`config.mk`:
```
export PLATFORM = sky130hd
export DESIGN_NAME = memmap_decoder
export DESIGN_NICKNAME = d
export VERILOG_FILES = /design/src/rtl/memmap_pkg.sv /design/src/rtl/memmap_initreg.sv /design/src/rtl/memmap_window.sv /design/src/rtl/memmap_arbiter.sv /design/src/rtl/memmap_decoder.sv
export SDC_FILE = /design/constraint.sdc
export NUM_CORES = 1
export LEC_CHECK = 0
export BUFFER_PORTS_ARGS = -buffer_cell sky130_fd_sc_hd__buf_4
export CORE_MARGIN = 3
export CORE_UTILIZATION = 45
export CTS_BUF_LIST = sky130_fd_sc_hd__clkbuf_8
export CTS_CLUSTER_SIZE = 16
export DETAILED_ROUTE_END_ITERATION = 7
export PLACE_DENSITY = 0.78
export SYNTH_ARGS = -nofsm -noshare
export SYNTH_HDL_FRONTEND = slang
export SYNTH_SLANG_ARGS = --single-unit
export TNS_END_PERCENT = 100
```
`constraint.sdc`:
```
create_clock -name clk -period 1.9 [get_ports clk]
set_input_delay 0.38 -clock clk [delete_from_list [all_inputs] [get_ports clk]]
set_output_delay 0.38 -clock clk [all_outputs]
set_load 0.02 [all_outputs]
```
`src/rtl/memmap_pkg.sv`:
```
package memmap_pkg;

  typedef enum logic [1:0] {
    MODE_SINGLE   = 2'b00,
    MODE_EXPANDED = 2'b01,
    MODE_BOOT     = 2'b10,
    MODE_TEST     = 2'b11
  } mode_e;

  localparam int unsigned PAGE_BITS = 4;
  localparam int unsigned PAGE_SPAN = 4096;
  localparam int unsigned NREGION   = 5;

  localparam int unsigned IDX_REG    = 0;
  localparam int unsigned IDX_RAM    = 1;
  localparam int unsigned IDX_BOOT   = 2;
  localparam int unsigned IDX_EEPROM = 3;
  localparam int unsigned IDX_EPROM  = 4;

  function automatic logic in_range(input logic [15:0] a,
                                    input int unsigned base,
                                    input int unsigned bytes);
    int unsigned av;
    av = {16'd0, a};
    return (av >= base) && (av < base + bytes);
  endfunction

  function automatic int unsigned page_base(input logic [PAGE_BITS-1:0] pg);
    return int'(pg) * PAGE_SPAN;
  endfunction

  function automatic logic mode_has_ext(input mode_e m);
    return (m == MODE_EXPANDED) || (m == MODE_TEST);
  endfunction

endpackage

```
`src/rtl/memmap_initreg.sv`:
```
module memmap_initreg #(
  parameter logic [7:0]  RESET_VAL = 8'h01,
  parameter int unsigned WINDOW    = 64
) (
  input  logic       clk,
  input  logic       rst_n,
  input  logic       wr_en,
  input  logic [7:0] wr_data,
  output logic [7:0] map_q,
  output logic       window_open
);
  localparam int unsigned CW = $clog2(WINDOW + 1);

  logic [CW-1:0] age_q;

  assign window_open = (age_q < CW'(WINDOW));

  always_ff @(posedge clk or negedge rst_n) begin
    if (!rst_n) begin
      age_q <= '0;
    end else if (window_open) begin
      age_q <= age_q + 1'b1;
    end
  end

  always_ff @(posedge clk or negedge rst_n) begin
    if (!rst_n) begin
      map_q <= RESET_VAL;
    end else if (wr_en && window_open) begin
      map_q <= wr_data;
    end
  end
endmodule

```
`src/rtl/memmap_window.sv`:
```
module memmap_window
  import memmap_pkg::*;
#(
  parameter bit          RELOC = 1'b0,
  parameter int unsigned BASE  = 0,
  parameter int unsigned BYTES = 256
) (
  input  logic [15:0]          addr,
  input  logic [PAGE_BITS-1:0] page,
  input  logic                 enable,
  output logic                 hit
);
  int unsigned base_eff;

  always_comb begin
    base_eff = RELOC ? page_base(page) : BASE;
    hit      = enable && in_range(addr, base_eff, BYTES);
  end
endmodule

```
`src/rtl/memmap_arbiter.sv`:
```
module memmap_arbiter
  import memmap_pkg::*;
#(
  parameter int unsigned N = NREGION
) (
  input  logic [N-1:0] hits,
  input  logic         ext_allowed,
  output logic [N-1:0] grant,
  output logic         ext_en
);
  logic [N:0] taken;

  assign taken[0] = 1'b0;

  for (genvar i = 0; i < N; i++) begin : g_prio
    assign grant[i]   = hits[i] && !taken[i];
    assign taken[i+1] = taken[i] || hits[i];
  end

  assign ext_en = ext_allowed && !taken[N];
endmodule

```
`src/rtl/memmap_decoder.sv`:
```
module memmap_decoder
  import memmap_pkg::*;
#(
  parameter int unsigned RAM_BYTES     = 512,
  parameter int unsigned REG_BYTES     = 64,
  parameter int unsigned BOOT_BASE     = 32'h0000_BF00,
  parameter int unsigned BOOT_BYTES    = 256,
  parameter int unsigned BOOT_VEC_OFS  = 32'h0000_00C0,
  parameter int unsigned EEPROM_BASE   = 32'h0000_B600,
  parameter int unsigned EEPROM_BYTES  = 512,
  parameter int unsigned EPROM_BASE    = 32'h0000_D000,
  parameter int unsigned EPROM_BYTES   = 12288,
  parameter logic [7:0]  MAP_RESET     = 8'h01,
  parameter int unsigned WRITE_WINDOW  = 64
) (
  input  logic        clk,
  input  logic        rst_n,
  input  logic [15:0] addr,
  input  logic [1:0]  mode,
  input  logic        cfg_eprom_en,
  input  logic        cfg_eeprom_en,
  input  logic        map_wr_en,
  input  logic [7:0]  map_wr_data,
  output logic        sel_reg,
  output logic        sel_ram,
  output logic        sel_boot,
  output logic        sel_eeprom,
  output logic        sel_eprom,
  output logic        ext_en,
  output logic        boot_vec
);
  localparam logic [PAGE_BITS-1:0] NO_PAGE = '0;

  mode_e                mode_q;
  logic [7:0]           map_q;
  logic                 window_open;
  logic [PAGE_BITS-1:0] ram_page;
  logic [PAGE_BITS-1:0] reg_page;
  logic                 boot_mode;
  logic                 hit_reg_raw;
  logic                 hit_ram_raw;
  logic                 hit_boot_raw;
  logic                 hit_eeprom_raw;
  logic                 hit_eprom_raw;
  logic                 hit_vec_raw;
  logic [NREGION-1:0]   hits;
  logic [NREGION-1:0]   grant;

  assign mode_q    = mode_e'(mode);
  assign boot_mode = (mode_q == MODE_BOOT);
  assign ram_page  = map_q[7:4];
  assign reg_page  = map_q[3:0];

  memmap_initreg #(
    .RESET_VAL (MAP_RESET),
    .WINDOW    (WRITE_WINDOW)
  ) u_initreg (
    .clk         (clk),
    .rst_n       (rst_n),
    .wr_en       (map_wr_en),
    .wr_data     (map_wr_data),
    .map_q       (map_q),
    .window_open (window_open)
  );

  memmap_window #(.RELOC(1'b1), .BASE(0), .BYTES(REG_BYTES)) u_win_reg (
    .addr(addr), .page(reg_page), .enable(1'b1), .hit(hit_reg_raw));

  memmap_window #(.RELOC(1'b1), .BASE(0), .BYTES(RAM_BYTES)) u_win_ram (
    .addr(addr), .page(ram_page), .enable(1'b1), .hit(hit_ram_raw));

  memmap_window #(.RELOC(1'b0), .BASE(BOOT_BASE), .BYTES(BOOT_BYTES)) u_win_boot (
    .addr(addr), .page(NO_PAGE), .enable(boot_mode), .hit(hit_boot_raw));

  memmap_window #(.RELOC(1'b0), .BASE(BOOT_BASE + BOOT_VEC_OFS),
                  .BYTES(BOOT_BYTES - BOOT_VEC_OFS)) u_win_vec (
    .addr(addr), .page(NO_PAGE), .enable(boot_mode), .hit(hit_vec_raw));

  memmap_window #(.RELOC(1'b0), .BASE(EEPROM_BASE), .BYTES(EEPROM_BYTES)) u_win_eeprom (
    .addr(addr), .page(NO_PAGE), .enable(cfg_eeprom_en), .hit(hit_eeprom_raw));

  memmap_window #(.RELOC(1'b0), .BASE(EPROM_BASE), .BYTES(EPROM_BYTES)) u_win_eprom (
    .addr(addr), .page(NO_PAGE), .enable(cfg_eprom_en), .hit(hit_eprom_raw));

  always_comb begin
    hits             = '0;
    hits[IDX_REG]    = hit_reg_raw;
    hits[IDX_RAM]    = hit_ram_raw;
    hits[IDX_BOOT]   = hit_boot_raw;
    hits[IDX_EEPROM] = hit_eeprom_raw;
    hits[IDX_EPROM]  = hit_eprom_raw;
  end

  memmap_arbiter #(.N(NREGION)) u_arb (
    .hits        (hits),
    .ext_allowed (mode_has_ext(mode_q)),
    .grant       (grant),
    .ext_en      (ext_en)
  );

  assign sel_reg    = grant[IDX_REG];
  assign sel_ram    = grant[IDX_RAM];
  assign sel_boot   = grant[IDX_BOOT];
  assign sel_eeprom = grant[IDX_EEPROM];
  assign sel_eprom  = grant[IDX_EPROM];
  assign boot_vec   = grant[IDX_BOOT] && hit_vec_raw;
endmodule

```
### Word-level counts from Yosys, hierarchy flattened

Index checks and enable logic that the tools add are counted.

* add/subtract/negate cells: 3
* $lt $le $gt $ge: 11
* reduce and logical (&&, ||, !) cells: 26
* eq/ne operators: 3

Operator list (count)
* $ge 16x16->1 const B: 4
* $lt 16x32->1: 2
* $ge 16x16->1: 2
* $lt 16x16->1 const B: 2
* $add 16x10->17 const B: 1
* $add 16x7->17 const B: 1
* $logic_and 1x1->1: 16
* $add 7x1->7 const B: 1
* $lt 7x7->1 const B: 1
* $logic_not 1->1: 5
* $logic_or 1x1->1: 5
* $eq 2x2->1 const B: 2
* $eq 2x1->1 const B: 1

* output and inout bits: 7
* input bits: 31
* word-level logic and storage cells: 45
* register bits after elaboration: 15

### Depth between registers and ports, before layout

Gate-level depths: netlist of the first run.

* word-level depth: 9
* mapped depth: 6
* depth with buffers taken out: 6

### Hierarchy

Synthesis of the first run repeated with hierarchy kept, for this count alone.

* cell total of the unflattened synthesis: 103
* area, all modules: 1113.6 µm²

By module, submodules not included
* memmap_initreg: instances 1, area an instance 626.9 µm², sequential area each 376.6 µm², cells each 41
* memmap_window at u_win_ram: instances 1, area an instance 172.7 µm², sequential area each 0.0 µm², cells each 21
* memmap_window at u_win_reg: instances 1, area an instance 143.9 µm², sequential area each 0.0 µm², cells each 17
* memmap_arbiter: instances 1, area an instance 57.6 µm², sequential area each 0.0 µm², cells each 7
* memmap_window at u_win_vec: instances 1, area an instance 30.0 µm², sequential area each 0.0 µm², cells each 4
* memmap_window at u_win_boot: instances 1, area an instance 26.3 µm², sequential area each 0.0 µm², cells each 4
* memmap_decoder: instances 1, area an instance 23.8 µm², sequential area each 0.0 µm², cells each 5
* memmap_window at u_win_eeprom: instances 1, area an instance 21.3 µm², sequential area each 0.0 µm², cells each 3
* memmap_window at u_win_eprom: instances 1, area an instance 11.3 µm², sequential area each 0.0 µm², cells each 1

### Worst setup path after synthesis of the first run

OpenSTA, ideal clock, no wires.

* path kind: register to output
* from: register u_initreg.map_q[0]
* to: output boot_vec
* setup slack: -405 ps
* data required time: 1520 ps
* buffers on the path: 0
* stages on the path, launching flop included: 7
* data arrival time: 1925 ps
* cells stage by stage: dfstp_2 inv_1 ha_1 nor4b_1 nand4b_1 a221oi_2 nor4_1

* word-level cells in the longest chain between the ends: 7
* elaborated cells between the ends (all ways): 8
* classes of those cells: add/sub (1); order compare (2); reduce/logical (5)

RTL lines
* start: declaration: RTL line memmap_initreg.sv:9 `output logic [7:0] map_q,`
* start signal: assignment: RTL line memmap_initreg.sv:30 `map_q <= wr_data;`
* $add 16x7->17: RTL line memmap_pkg.sv:25 `return (av >= base) && (av < base + bytes);`
* $lt 16x32->1: RTL line memmap_pkg.sv:25
* $logic_and 1x1->1 (*): RTL line memmap_pkg.sv:25
* net sel_reg: RTL line memmap_decoder.sv:24 `output logic sel_reg,`
* $logic_or 1x1->1 (*): RTL line memmap_arbiter.sv:17 `assign taken[i+1] = taken[i] || hits[i];`
* $logic_not 1->1 (*): RTL line memmap_arbiter.sv:16 `assign grant[i] = hits[i] && !taken[i];`
* $logic_and 1x1->1 (*): RTL line memmap_arbiter.sv:16
* $logic_and 1x1->1 (*): RTL line memmap_decoder.sv:106 `assign boot_vec = grant[IDX_BOOT] && hit_vec_raw;`
* end: declaration: RTL line memmap_decoder.sv:30 `output logic boot_vec`

The timed path passes the listed nets; every way through them passes the cells marked *.

### Worst setup path in the final report of the first run

* from: register u_initreg.map_q[5]
* to: output ext_en

* word-level cells in the longest chain between the ends: 9
* elaborated cells between the ends (all ways): 10
* classes of those cells: add/sub (1); order compare (2); reduce/logical (7)

RTL lines
* $add 16x10->17: RTL line memmap_pkg.sv:25
* $lt 16x32->1: RTL line memmap_pkg.sv:25
* $logic_and 1x1->1 (*): RTL line memmap_pkg.sv:25
* $logic_or 1x1->1 (*) (4 in a row): RTL line memmap_arbiter.sv:17
* $logic_not 1->1 (*): RTL line memmap_arbiter.sv:20 `assign ext_en = ext_allowed && !taken[N];`
* $logic_and 1x1->1 (*): RTL line memmap_arbiter.sv:20
* end: declaration: RTL line memmap_decoder.sv:29 `output logic ext_en,`

Every way passes the cells marked *; elsewhere a longest branch is shown, timed or not.

==> results of run 1 <==
per-stage QoR:
stage                     hold slack, ns  instance area [sq um]
final                              0.342                   1640
after global routing               0.354                   1640
after floorplan                   0.0844                   1060
after global placement             0.239                   1510
after CTS                          0.341                   1610
after detailed placement           0.243                   1510
flip-flops by register name, indices dropped and copies added, names as in the netlist:
register	flops
u_initreg.map_q	8
u_initreg.age_q	7
worst min-delay path: stages:
cell and delay (ns):
buf_4 0.07, nand2_1 0.03, o21ai_0 0.06
worst paths after layout:
check,startpoint,end,slack [ns],depth (start not counted)
worst min-delay path,map_wr_data[3],u_initreg.map_q[3],0.34,3
worst min register to register,u_initreg.age_q[5],u_initreg.age_q[5],0.49,1
min in group asynchronous,rst_n,u_initreg.map_q[7],0.52,2
max in group asynchronous,rst_n,u_initreg.map_q[0],1.13,2
worst max-delay path,u_initreg.map_q[5],ext_en,-0.53,8
worst max register to register,u_initreg.age_q[6],u_initreg.map_q[4],0.30,2
routing by layer:
layer  up-vias  global-route usage [%]
li1        493                       -
met3         6                    5.41
met1       508                    27.6
met2        30                    40.7
met4         0                    5.53
met5         -                       0
power by group:
group	switching [uW]	total [uW]	internal, uW
Clock	110	255	145
Combinational	120	275	154
Sequential	7.44	344	336
Total	238	874	636
repair_timing:
item	4_1_cts	5_1_grt
hold buffers	1	0
gates resized for setup	8	3
endpoints found under the hold margin	14	0
buffers inserted	2	2
pin swaps	1	4
endpoints found under the setup margin	7	7
cell type report:
class | count | area, sq um | share of cell area [%]
Sequential cell | 15 | 377 | 23.0
Timing Repair Buffer | 60 | 480 | 29.3
Clock inverter | 1 | 5.00 | 0.305
Tap cell | 27 | 33.8 | 2.06
Multi-Input combinational cell | 77 | 666 | 40.6
Clock buffer | 3 | 41.3 | 2.52
Inverter | 9 | 36.3 | 2.21
cells by family (layout without fill, tap and decap cells):
family | count (synthesis) | count (layout)
fa+ha+maj | 11 | 11
flops | 15 | 15
simple gates | 45 | 45
buf+inv | 10 | 73
mux | 1 | 1
xor+xnor | 5 | 5
compound gates | 15 | 15
cells in the mapped netlist (2+ instances only):
library cell,number
nor2b_1,3
nor3_1,4
nand4b_1,4
xnor2_1,4
o21ai_0,8
inv_1,9
dfrtp_1,14
nand2b_1,3
nor4_1,4
nand2_1,14
ha_1,11
o21bai_1,2
or4_1,2
nand3_1,4
nor2_1,3
==> impl_metrics.toml, run 1 <==
[run_status]
status = "finished, violations left"
violations = "negative setup slack"

[global_routing]
first_global_vias = 1069
grtUsageTotal_pct = 23.0
grt_pass1_wl_microns = 4670
grt-ovfl-total = 0
grt_max_degree = 17
antenna_found_initial = 0

[synth]
yosysTopAreaCellShare_pct = 36.2
netlist_area_sq_um = 967
syn-instance-count = 102
synth_mux_area_share_pct = 1.16
synth_edf_count = 0
synth-xor-area-share_pct = 4.53
synth_top_family_by_area = "simple AND/OR/NAND/NOR gates"
seq_area_frac_synth_pct = 38.9
synthSimpleGateAreaFrac_pct = 25.5
ys_top_cells_by_area = "dfrtp_1 (36%), ha_1 (14%), nand2_1 (5.4%), o21ai_0 (4.1%), nand4b_1 (3.6%)"
synth_nets = 144
synth_adder_area_share_pct = 14.2
synth-compound-area-share_pct = 11.8
netlist.top_cell.by_area = "dfrtp_1"
async_flop_share_pct = 100
post_synth_num_cell_types = 28
synth_ff_type = "dfrtp_1"
ys_seq_elements = 15
syn_avg_cell_area_sq_um = 9.48
synth_warnings = 0

[worst_setup_path]
cp-start-kind = "flip-flop"
slowest_delay_ns = 0.38
slowest_stage = "dfrtp_1"
cp.arrival_ns = 2.05
required_ns = 1.52
crit_family = "compound AO/OA/AOI/OAI gates"
critPathCaptureType = "output port"
critical_path_class = "flip-flop to output port"
path_cells = "inv_2 -> ha_4 -> and4_4 -> a221o_1 -> a211oi_4 -> buf_6 -> nor3_1 -> buf_4"
path_buf_inv = 3
critPathMaxFanout = 5

[cells_and_area]
layout_common_cells = "buf_4 (54), nand2_1 (14), dfrtp_1 (14), o21ai_0 (8), ha_1 (6)"
finalNetCount = 208
final_common_cell = "buf_4"
drive_above_1_share_pct = 50.3
postLayoutCoreUtil_pct = 81.9
fillers = 132
area_growth_pct = 69.5
diodes = 0
final_cell_count_no_fill = 192

[clock_network]
path_clk_slew_ns = 0.06
cts_max_level = 1
cts_sinks = 15
worst_skew_pair.late_latency_ns = 0.25
cts_made_buffers = 3
clock_path_buffers = 2
cts_tree = "yes"
cts_root_buf = "clkbuf_8"

[placed_design]
dp_hpwl_microns = 2150
io_buffers = 37
gp_congestion = 0.838
dp_slack_ns = -0.416
place_inst = 183

[detailed_routing]
routed_wl_microns = 2880
routed.top_layer = "met4"
wl_met2_microns = 1560
vias_per_cell = 5.40
m1WireLength_microns = 1160
drt_iter0_drc = 22
vias = 1037
wire_per_inst_microns = 15.0
drt-pass1-iter-count = 4
routed-wl-met3_microns = 107
ant_nets = 0
drc = 0

[timing]
hold_violations = 0
post-route-period-util_pct = 128
tightest_slew_ns = 0.950
clock_skew_ns = 0.00351
layout_setup_ws_ns = -0.534
rsz0062_at_grt = "yes"
max_freq_mhz = 411
slew_headroom_pct = 36.5
setup_viol_count_final = 7
fin_tns_setup_ns = -3.46
layout_min_cycle_time_ns = 2.43
slew_viol_final = 0

[power_and_ir_drop]
power_uw = 874
peakVddDrop_v = 0.000688
p_per_area_nw_per_um2 = 533
p_leak_uw = 0.000754

[floorplan]
die_w_microns = 52.4
io_pins = 38
dieArea_sq_um = 2740
rows = 16
initial_utilization_pct = 48.3
core_sq_um = 2000
die_y_microns = 52.4

[run]
cap_violations = 0

[hold_path]
hp-class = "input port to flip-flop"
Power figures use the tool's default switching activity.
==> run 2, diff against run 1 <==
--- a/config.mk
+++ b/config.mk
@@ -6,6 +6,7 @@
 export NUM_CORES = 1
 export LEC_CHECK = 0
 export BUFFER_PORTS_ARGS = -buffer_cell sky130_fd_sc_hd__buf_4
+export CORE_ASPECT_RATIO = 0.8
 export CORE_MARGIN = 3
 export CORE_UTILIZATION = 45
 export CTS_BUF_LIST = sky130_fd_sc_hd__clkbuf_8
==> run 2 against run 1 <==
The flow still finishes with violations (negative setup slack). Final cell count fell by 4.7%. Critical path depth did not move. Power decreased by 2.6%. Core utilization down 1.3 points. Sequential share of layout area increased by 0.84 points. Combinational power decreased by 9.1%. Clock power hardly changed. Wire length decreased by 6.0%. Worst setup slack better by 0.0092 ns.
==> impl_metrics.toml, run 2 (synthesis results as in run 1) <==
[global_routing]
first_global_vias = 935
antenna_found_initial = 0
grt-ovfl-total = 0
grt_pass1_wl_microns = 4230
grt_max_degree = 17
grtUsageTotal_pct = 21.1

[detailed_routing]
vias_per_cell = 5.25
wire_per_inst_microns = 14.8
vias = 961
drc = 0
routed_wl_microns = 2710
ant_nets = 0
drt-pass1-iter-count = 4
drt_iter0_drc = 24

[power_and_ir_drop]
p_leak_uw = 0.000717
p_per_area_nw_per_um2 = 538
peakVddDrop_v = 0.000541

[floorplan]
io_pins = 38
rows = 14
core_sq_um = 1960
initial_utilization_pct = 49.3
dieArea_sq_um = 2740
die_w_microns = 57.8
die_y_microns = 47.5

[hold_path]
hold-path-endpoint = "u_initreg.map_q[2]"
min-delay-start = "map_wr_data[2]"
whs_path_depth = 3
hp-class = "input port to flip-flop"

[worst_setup_path]
slowest_delay_ns = 0.54
r2r_start = "u_initreg.age_q[6]"
slowest_stage = "dfstp_2"
critPathMaxFanout = 7
path_cells = "inv_2 -> ha_4 -> nor4b_4 -> nand4b_1 -> a221oi_4 -> buf_6 -> nor3_2 -> buf_4"
cp-start-kind = "flip-flop"
critPathCaptureType = "output port"
r2r-end = "u_initreg.map_q[6]"
cp.arrival_ns = 2.05
critical_path_class = "flip-flop to output port"
crit_family = "flip-flops"
rr_worst_depth = 2
path_buf_inv = 3
ff2ff_setup_slack_ns = 0.29
required_ns = 1.52

[timing]
slew_viol_final = 0
rsz0062_at_grt = "yes"
slew_headroom_pct = 36.5
post-route-period-util_pct = 128
hold_violations = 0
setup_viol_count_final = 7
layout_min_cycle_time_ns = 2.43
clock_skew_ns = 0.00542
layout_setup_ws_ns = -0.525
max_freq_mhz = 412
tightest_slew_ns = 0.950
fin_tns_setup_ns = -3.43

[placed_design]
dp_slack_ns = -0.417
gp_congestion = 0.853
io_buffers = 37
dp_hpwl_microns = 2070
place_inst = 175

[cells_and_area]
largestRegisters = "u_initreg.map_q: 8 flops, u_initreg.age_q: 7 flops"
diodes = 0
largest_reg_flops = 8
finalNetCount = 202
final_cell_count_no_fill = 183
regArea_sq_um = 377
top_register = "u_initreg.map_q"
final_common_cell = "buf_4"
layout_common_cells = "buf_4 (49), nand2_1 (14), dfrtp_1 (14), o21ai_0 (8), ha_1 (6)"
fillers = 119
multi_input_area_sq_um = 669
drive_above_1_share_pct = 48.4
area_growth_pct = 63.5

[clock_network]
cts_max_level = 1
cts_sinks = 15
cts_root_buf = "clkbuf_8"
cts_made_buffers = 3
worst_skew_pair.late_latency_ns = 0.25
path_clk_slew_ns = 0.06
clock_path_buffers = 2
cts_tree = "yes"

[run]
cap_violations = 0

[run_status]
violations = "negative setup slack"
status = "finished, violations left"
run 2: changes by cell type in the layout (fill, tap and decap cells not counted), sizes merged:
cell and change:
buf -6
run 2: through the flow:
stage               instance area, sq um  total power [uW]  hold slack, ns  util [%]
floorplan                           1060               452          0.0844         -
global placement                    1460               565           0.238      74.4
detailed placement                  1460               574           0.239      74.4
CTS                                 1550               849           0.340      79.2
global route                        1580               906           0.343      80.6
finish                              1580               851           0.338      80.6
run 2: timing repair:
item	4_1_cts	5_1_grt
setup buffers	2	1
gates cloned	0	0
setup endpoints to repair	7	7
pin swaps	5	3
hold buffers	1	0
resized for setup	7	4
hold endpoints to repair	14	0
run 2: worst max path at each step:
stage | startpoint | endpoint | slack (ns) | cells past startpoint
6_report | u_initreg.map_q[0] | sel_eprom | -0.53 | 8
5_1_grt | u_initreg.map_q[0] | sel_eprom | -0.59 | 8
4_1_cts | u_initreg.map_q[6] | sel_eprom | -0.52 | 8
3_5_place_dp | addr[13] | sel_ram | -0.42 | 7
3_3_place_gp | addr[13] | sel_ram | -0.36 | 7
2_1_floorplan | u_initreg.map_q[0] | boot_vec | -0.26 | 6
run 2: tightest hold or removal path, cell delays in order:
cell and delay, ns:
buf_4 0.08, nand2_1 0.03, o21ai_0 0.06
run 2: routing by layer:
layer | vias to the layer above | share of wire [%] | GRT usage, %
li1 | 479 | - | -
met3 | 0 | 6.3 | 5.66
met2 | 29 | 50 | 34.0
met5 | - | 0 | 0
met1 | 453 | 44 | 29.6
met4 | 0 | 0 | 2.78
run 2: final cells by class:
class | count | share of cell area [%]
multi-input combinational | 77 | 42.3
timing repair buffer | 54 | 26.7
sequential | 15 | 23.8
clock buffer | 3 | 2.61
inverter | 9 | 2.29
tap | 24 | 1.90
clock inverter | 1 | 0.316
run 2: report_power, final:
part	internal, uW	switching [uW]	total (uW)
Sequential	336	7.69	344
Clock	145	112	257
Combinational	137	113	250
==> run 3, diff against run 2 <==
==> constraint.sdc (replaced) <==
create_clock -name clk -period 1.9 [get_ports clk]
set_input_delay 0 -clock clk [delete_from_list [all_inputs] [get_ports clk]]
set_output_delay 0 -clock clk [all_outputs]
set_load 0.02 [all_outputs]
==> run 3 against run 2 <==
The flow still finishes with violations (negative setup slack). Power is 0.25% lower. First-iteration DRC count up 46%. Global-route usage shrank 1.4 points. Die area unchanged. Critical path depth is 1 lower. Non-clock buffer count fell by 1. Critical endpoint is now sel_ram. Largest cell class unchanged. Largest power group unchanged.
==> impl_metrics.toml, run 3 (synthesis results as in run 1) <==
[run_status]
violations = "negative setup slack"
status = "finished, violations left"

[detailed_routing]
routed_wl_microns = 2980
wire_per_inst_microns = 16.4
drt-pass1-iter-count = 4
vias_per_cell = 5.47
vias = 996
drc = 0
ant_nets = 0
drt_iter0_drc = 35

[worst_setup_path]
required_ns = 1.90
rr_worst_depth = 3
slowest_delay_ns = 0.37
cp.arrival_ns = 2.16
cp-start-kind = "flip-flop"
path_cells = "inv_2 -> ha_4 -> and4_4 -> a221o_1 -> a211oi_4 -> nor2b_1 -> buf_4"
critPathCaptureType = "output port"
ff2ff_setup_slack_ns = 0.79
r2r-end = "u_initreg.age_q[5]"
r2r_start = "u_initreg.age_q[6]"
critPathMaxFanout = 6
slowest_stage = "dfrtp_1"
critical_path_class = "flip-flop to output port"

[timing]
slew_viol_final = 0
clock_skew_ns = 0.000550
layout_setup_ws_ns = -0.257
post-route-period-util_pct = 114
rsz0062_at_grt = "yes"
hold_violations = 0
setup_viol_count_final = 6
layout_min_cycle_time_ns = 2.16
max_freq_mhz = 464
tightest_slew_ns = 0.469
slew_headroom_pct = 68.4

[placed_design]
gp_congestion = 0.791
dp_hpwl_microns = 2020
place_inst = 163
io_buffers = 37

[cells_and_area]
postLayoutCoreUtil_pct = 81.4
area_growth_pct = 65.1
largestRegisters = "u_initreg.map_q: 8 flops, u_initreg.age_q: 7 flops"
top_register = "u_initreg.map_q"
final_common_cell = "buf_4"
largest_reg_flops = 8
final_cell_count_no_fill = 182
layout_common_cells = "buf_4 (41), nand2_1 (14), dfrtp_1 (14), dlygate4sd3_1 (9), o21ai_0 (8)"
diodes = 0
drive_above_1_share_pct = 41.1
finalNetCount = 201

[clock_network]
clock_path_buffers = 2
cts_sinks = 15
path_clk_slew_ns = 0.06
cts_made_buffers = 3
worst_skew_pair.late_latency_ns = 0.24
cts_max_level = 1
cts_tree = "yes"
cts_root_buf = "clkbuf_8"

[floorplan]
die_y_microns = 47.5
initial_utilization_pct = 49.3
rows = 14
dieArea_sq_um = 2740
io_pins = 38
die_w_microns = 57.8
core_sq_um = 1960

[global_routing]
grtUsageMet2_pct = 37.8
grt-ovfl-total = 0
antenna_found_initial = 0
first_global_vias = 916
busiest_layer = "met2"
grtUsageTotal_pct = 19.7
grt_pass1_wl_microns = 4050
met1_usage_pct = 23.8
grtUsageMet3_pct = 4.85
grt_max_degree = 17

[hold_path]
hp-class = "input port to asynchronous set/reset pin"

[power_and_ir_drop]
p_leak_uw = 0.000711
peakVddDrop_v = 0.000643
power_uw = 849
p_per_area_nw_per_um2 = 532

[run]
cap_violations = 0
==> run 3: changes by cell type in the layout (fill, tap and decap cells not counted), sizes merged <==
cell	change
inv	+1
clkinv	-1
buf	-9
dlygate4sd3	+8
==> run 3: through the flow <==
step	setup TNS, ns	setup WS [ns]	hold slack, ns	cell area, sq um
finish	-1.08	-0.257	0.143	1600
global route	-1.57	-0.331	0.171	1600
CTS	-1.01	-0.196	0.142	1470
detailed placement	0	0.0436	-0.137	1290
global placement	0	0.0911	-0.138	1290
floorplan	0	0.107	-0.296	978
==> run 3: worst max-delay path: cells and delay by family (launching register included) <==
family	cells	cell delay, ns
fa+ha+maj	1	0.20
simple gates	2	0.42
compound gates	2	0.67
buf+inv	2	0.25
flops	1	0.37
==> run 3: how the worst max path moves through the flow <==
stage / startpoint / endpoint / slack, ns / cells past startpoint
2_1_floorplan: u_initreg.map_q[5] / sel_ram / 0.11 / 6
3_3_place_gp: u_initreg.map_q[5] / sel_ram / 0.09 / 7
3_5_place_dp: u_initreg.map_q[0] / ext_en / 0.04 / 7
4_1_cts: u_initreg.map_q[4] / sel_ram / -0.20 / 6
5_1_grt: u_initreg.map_q[5] / sel_ram / -0.33 / 7
6_report: u_initreg.map_q[5] / sel_ram / -0.26 / 7
==> run 3: metal layers <==
metal  routed length [microns]  vias up
li1                          -      477
met2                      1530       35
met5                         0        -
met1                      1270      480
met3                       136        4
met4                        43        0
==> run 3: power breakdown <==
group / leakage, uW / internal [uW] / switching [uW] / total [uW]
combinational: 0.000505 / 136 / 120 / 257
sequential: 0.000179 / 336 / 7.99 / 344
clock: 0.0000269 / 143 / 105 / 248
total: 0.000711 / 616 / 233 / 849
==> run 3: final cells by class <==
| class | count | area [sq um] |
|---|---|---|
| multi-input cells | 77 | 667 |
| clock buffers | 3 | 41.3 |
| fillers | 105 | 365 |
| repair buffers | 53 | 444 |
| clock inverters | 1 | 3.75 |
| well taps | 24 | 30.0 |
| inverters | 9 | 33.8 |
| flip-flops and latches | 15 | 377 |
==> run 3: what timing repair did <==
item,4_1_cts,5_1_grt
pin swaps,6,7
hold endpoints to repair,23,0
hold buffers,9,0
setup buffers,0,6
gates resized for setup,7,13
endpoints found under the setup margin,7,7
